### config.mk
export PLATFORM = sky130hd
export DESIGN_NAME = irq_pend_ctrl
export DESIGN_NICKNAME = d
export VERILOG_FILES = /design/src/rtl/irq_pend_pkg.sv /design/src/rtl/pend_bit.sv /design/src/rtl/irq_pulse.sv /design/src/rtl/irq_pend_ctrl.sv
export SDC_FILE = /design/constraint.sdc
export NUM_CORES = 1
export LEC_CHECK = 0
export BUFFER_PORTS_ARGS = -buffer_cell sky130_fd_sc_hd__buf_2
export CAP_MARGIN = 0
export CORE_MARGIN = 4
export CORE_UTILIZATION = 33
export CTS_CLUSTER_SIZE = 28
export DETAILED_ROUTE_END_ITERATION = 8
export GPL_TIMING_DRIVEN = 0
export MAX_ROUTING_LAYER = met4
export PLACE_DENSITY = 0.81
export SYNTH_ARGS = -nofsm -noshare
export SYNTH_HDL_FRONTEND = slang
export SYNTH_SLANG_ARGS = --single-unit
### constraint.sdc
create_clock -name clk -period 1.4 [get_ports clk]
set_input_delay 0.28 -clock clk [delete_from_list [all_inputs] [get_ports clk]]
set_output_delay 0.28 -clock clk [all_outputs]
set_load 0.01 [all_outputs]
### src/rtl/irq_pend_pkg.sv
// Package: shared helpers for the interrupt pending array.
// Assumes callers pass a source count of at least 1.
package irq_pend_pkg;
    // Width of an index able to name every source (minimum 1 bit).
    function automatic int unsigned idx_width(input int unsigned n);
        return (n > 1) ? $clog2(n) : 1;
    endfunction
endpackage

### src/rtl/pend_bit.sv
// pend_bit: one pending flag. Set by a request, dropped by a clear,
// request dominant. The clear is already policy-selected by the parent.
// HW_CLEAR only selects which assertion applies.
module pend_bit #(
    parameter bit HW_CLEAR = 1'b0
) (
    input  logic clk,
    input  logic rst_n,
    input  logic req,
    input  logic clr,
    output logic pend
);
    // Flag register: reset low, request wins over clear.
    always_ff @(posedge clk) begin
        if (!rst_n)
            pend <= 1'b0;
        else
            pend <= req | (pend & ~clr);
    end

    assert_req_sets_R1: assert property (@(posedge clk) disable iff (!rst_n)
        req |=> pend);

    assert_req_wins_R7: assert property (@(posedge clk) disable iff (!rst_n)
        (req && clr) |=> pend);

    generate
        if (HW_CLEAR) begin : g_hw_chk
            assert_ack_clears_R2: assert property (@(posedge clk) disable iff (!rst_n)
                (clr && !req) |=> !pend);
        end else begin : g_sw_chk
            assert_sw_holds_R5: assert property (@(posedge clk) disable iff (!rst_n)
                (pend && !clr) |=> pend);
        end
    endgenerate
endmodule

### src/rtl/irq_pulse.sv
// irq_pulse: builds the CPU request pulse. Fires when the array becomes
// non-empty, or when an acknowledge leaves work pending.
// Assumes any_next is the OR of the pending vector's next value.
module irq_pulse (
    input  logic clk,
    input  logic rst_n,
    input  logic any_now,
    input  logic any_next,
    input  logic ack_valid,
    output logic irq
);
    // Pulse register: one clock per empty->busy transition or per acknowledge.
    always_ff @(posedge clk) begin
        if (!rst_n)
            irq <= 1'b0;
        else
            irq <= any_next & (~any_now | ack_valid);
    end

    assert_irq_after_rise_R8: assert property (@(posedge clk) disable iff (!rst_n)
        (!any_now && any_next) |=> irq);
endmodule

### src/rtl/irq_pend_ctrl.sv
// irq_pend_ctrl: pending array with two clearing policies per source.
// Hardware-cleared sources (HW_CLR_MASK bit = 1) drop on acknowledge and are
// hidden from the register port; the others drop only on a write of 0.
// Assumes ack_idx is only meaningful while ack_valid is high.
module irq_pend_ctrl #(
    parameter int unsigned          NUM_SRC     = 8,
    parameter logic [NUM_SRC-1:0]   HW_CLR_MASK = NUM_SRC'(1),
    localparam int unsigned         IDX_W       = irq_pend_pkg::idx_width(NUM_SRC)
) (
    input  logic               clk,
    input  logic               rst_n,
    input  logic [NUM_SRC-1:0] src_req,
    input  logic               ack_valid,
    input  logic [IDX_W-1:0]   ack_idx,
    input  logic               reg_wr,
    input  logic [NUM_SRC-1:0] reg_wdata,
    output logic [NUM_SRC-1:0] reg_rdata,
    output logic               cpu_irq,
    output logic [NUM_SRC-1:0] pend_vec
);
    logic [NUM_SRC-1:0] clr;
    logic [NUM_SRC-1:0] pend_next;

    generate
        for (genvar i = 0; i < NUM_SRC; i++) begin : g_src
            // Clear source picked by the build-time policy of this bit.
            if (HW_CLR_MASK[i]) begin : g_hw
                assign clr[i] = ack_valid && (ack_idx == IDX_W'(i));
            end else begin : g_sw
                assign clr[i] = reg_wr && !reg_wdata[i];
            end

            pend_bit #(.HW_CLEAR(HW_CLR_MASK[i])) u_bit (
                .clk   (clk),
                .rst_n (rst_n),
                .req   (src_req[i]),
                .clr   (clr[i]),
                .pend  (pend_vec[i])
            );
        end
    endgenerate

    // Next-state view of the array, used only for the pulse decision.
    always_comb begin
        pend_next = src_req | (pend_vec & ~clr);
    end

    // Software view: hardware-cleared positions are not mapped.
    always_comb begin
        reg_rdata = pend_vec & ~HW_CLR_MASK;
    end

    irq_pulse u_pulse (
        .clk       (clk),
        .rst_n     (rst_n),
        .any_now   (|pend_vec),
        .any_next  (|pend_next),
        .ack_valid (ack_valid),
        .irq       (cpu_irq)
    );

    assert_irq_needs_pend_R8: assert property (@(posedge clk) disable iff (!rst_n)
        cpu_irq |-> (|pend_vec));

    assert_hidden_bits_R4: assert property (@(posedge clk) disable iff (!rst_n)
        (reg_wr && ((pend_vec & HW_CLR_MASK) != '0) && !ack_valid)
        |=> ((pend_vec & HW_CLR_MASK) != '0));
endmodule

==> impl_metrics.env <==
export IMPL_whs_ns=0.2552
export IMPL_vias_per_cell=4.602
export IMPL_leakagePower_nw=0.4012
export IMPL_dpl_cell_area_um2=705.7
export IMPL_globalRouteTotalUtil_pct=11.64
export IMPL_final_cell_mix="buf_2, buf_4, dfxtp_1"
export IMPL_ioPinCount=40
export IMPL_fin_area_um2=733.2
export IMPL_crit_path_top_delay_cell="or4b_4"
export IMPL_cts_root_buf="clkbuf_4"
export IMPL_hpwl_um=1071
export IMPL_rsz0062_at_grt="false"
export IMPL_wl_met1_um=507
export IMPL_cts_resized=0
export IMPL_vdd_drop_max_v=0.0004901
export IMPL_top_layer="met4"
export IMPL_die_w_um=46.99
export IMPL_first_iter_violations=8
export IMPL_mappedNetlistNets=80
export IMPL_max_cap_violations=0
export IMPL_crit_family="simple AND/OR/NAND/NOR gates"
export IMPL_cts_hold_buf=0
export IMPL_synth_distinct_cells=14
export IMPL_syn_area_um2=501.7
export IMPL_hold_viol_final=0
export IMPL_fin_worst_skew_ns=0.007221
export IMPL_critical_path_class="in2reg"
export IMPL_layout_commonest_cell="buf_2"
export IMPL_drive_above_1_share_pct=61.22
export IMPL_core_area_um2=1366
export IMPL_yosysSeqAreaShare_pct=35.91
export IMPL_place_ws_ns=-0.1395
export IMPL_cts_path_max_buffers=2
export IMPL_end_kind="flip-flop"
export IMPL_layout_nets=122
export IMPL_cp_max_fo=2
export IMPL_htree_levels=1
export IMPL_hold_path_class="in2reg"
export IMPL_n_antenna_cell=0
export IMPL_globalplace_congestion=0.6465
export IMPL_outcome="finished clean"
export IMPL_vias=520
export IMPL_area_delta_synth_final_pct=46.13
export IMPL_dr_wl_met3_um=109
export IMPL_synth_seq_cells=9
export IMPL_cts_setup_buffers=0
export IMPL_dieArea_um2=2208
export IMPL_cp_cell_sequence="buf_2 -> or4b_4 -> a21oi_2 -> nand3_1 -> o311a_1"
export IMPL_slew_viol_final=0
export IMPL_grt_pass1_wl_um=1738
export IMPL_wl_met2_um=700
export IMPL_start_kind="primary input"
export IMPL_ant_nets=0
export IMPL_power_density_nw_per_um2=905.6
export IMPL_wl_per_cell_um=11.87
export IMPL_clk_pin_slew_worst_paths_ns=0.07
export IMPL_drc_errors=0
export IMPL_setup_viol=0
export IMPL_required_ns=1.56
export IMPL_fmax_mhz=796.6
export IMPL_fp_dieH_um=46.99
export IMPL_row_count=13
export IMPL_port_buffers=37
export IMPL_syn_avg_cell_area_um2=8.802
export IMPL_grt_pass1_vias=427
export IMPL_cts_made_buffers=3
export IMPL_slowest_delay_ns=0.52
export IMPL_yosysTopAreaCell="dfxtp_1"
export IMPL_antenna_found_initial=0
export IMPL_gr_total_overflow=0
export IMPL_grt_max_degree=10
export IMPL_cts_sinks=9
export IMPL_synth_top_area_share_pct=35.91
export IMPL_start_util_pct=36.72
export IMPL_cts_tree="built"
export IMPL_first_pass_iters=4
export IMPL_synthTopCellsByArea="dfxtp_1, buf_4, nand2b_1, nor2b_1, a21oi_1"
export IMPL_layout_setup_ws_ns=0.1446
export IMPL_synthCells=57
export IMPL_final_core_util_pct=53.66
export IMPL_critPathBufInv=1
export IMPL_routed_wl_um=1341
export IMPL_period_needed_ns=1.255
export IMPL_yosys_warnings=0
export IMPL_clock_latency_ns=0.27
export IMPL_period_share_pct=89.67
export IMPL_crit_arrival_ns=1.41
## routing by layer
metal / vias to the layer above / track usage (%)
li1: 255 / -
met5: - / -
met4: 0 / 3.315
met3: 4 / 4.598
met1: 230 / 11.95
met2: 31 / 20.33
## synthesized netlist by cell type
master and n:
nand3_1 2, buf_4 16, a21oi_2 1, nor2b_1 7, nand2b_1 7, a21oi_1 7, o311a_1 1, nand2_1 1
nor4_1 2, or4b_4 1, conb_1 1, a21o_1 1, dfxtp_1 9, and2b_2 1
## registers in the layout (all words and copies together), names as in the netlist
| signal | flops |
|---|---|
| u_pulse.irq | 1 |
| g_src.u_bit.pend | 8 |
## logic make-up after synthesis
group	count (synthesis)	share of synthesized area, %
buf+inv	16	23.94
compound gates	10	12.22
simple gates	21	27.18
flops	9	35.91
other cells	1	0.7474
## where the power goes
group | leakage (nW) | switching [mW] | internal [mW]
sequential | 0.0754 | 0.0177 | 0.274
clock | 0.0177 | 0.0977 | 0.106
combinational | 0.308 | 0.0678 | 0.101
total | 0.401 | 0.183 | 0.481
## path summary, 6_finish.rpt
kind                             startpoint                        endpoint  slack [ns]  cells past startpoint
max                              ack_idx[1]          u_pulse.irq$_SDFF_PN0_        0.14                      5
min                              src_req[1]  g_src[1].u_bit.pend$_SDFF_PN0_        0.26                      3
max reg2reg  g_src[2].u_bit.pend$_SDFF_PN0_          u_pulse.irq$_SDFF_PN0_        0.31                      3
min reg2reg  g_src[4].u_bit.pend$_SDFF_PN0_  g_src[4].u_bit.pend$_SDFF_PN0_        0.59                      2
## stage by stage
stage / std cells / setup TNS, ns / total power, mW
after detailed placement: 109 / -0.1395 / 0.4659
after floorplan: 57 / 0 / 0.3930
final: 113 / 0 / 0.6640
after global routing: 113 / 0 / 0.6994
after global placement: 109 / -0.1392 / 0.4609
after CTS: 113 / 0 / 0.6692
## area by class of cell
type	instances	area [um^2]
tap	15	18.77
buffer	16	120.1
sequential	9	180.2
timing repair buffer	37	185.2
fill	134	633.1
clock inverter	1	5.005
multi-input combinational	32	201.4
clock buffer	3	22.52
## worst min-delay path, cell delays in order
cell     delay [ns]
buf_2          0.08
a21oi_1        0.04
nor2b_1        0.09
Power figures use the tool's default switching activity.
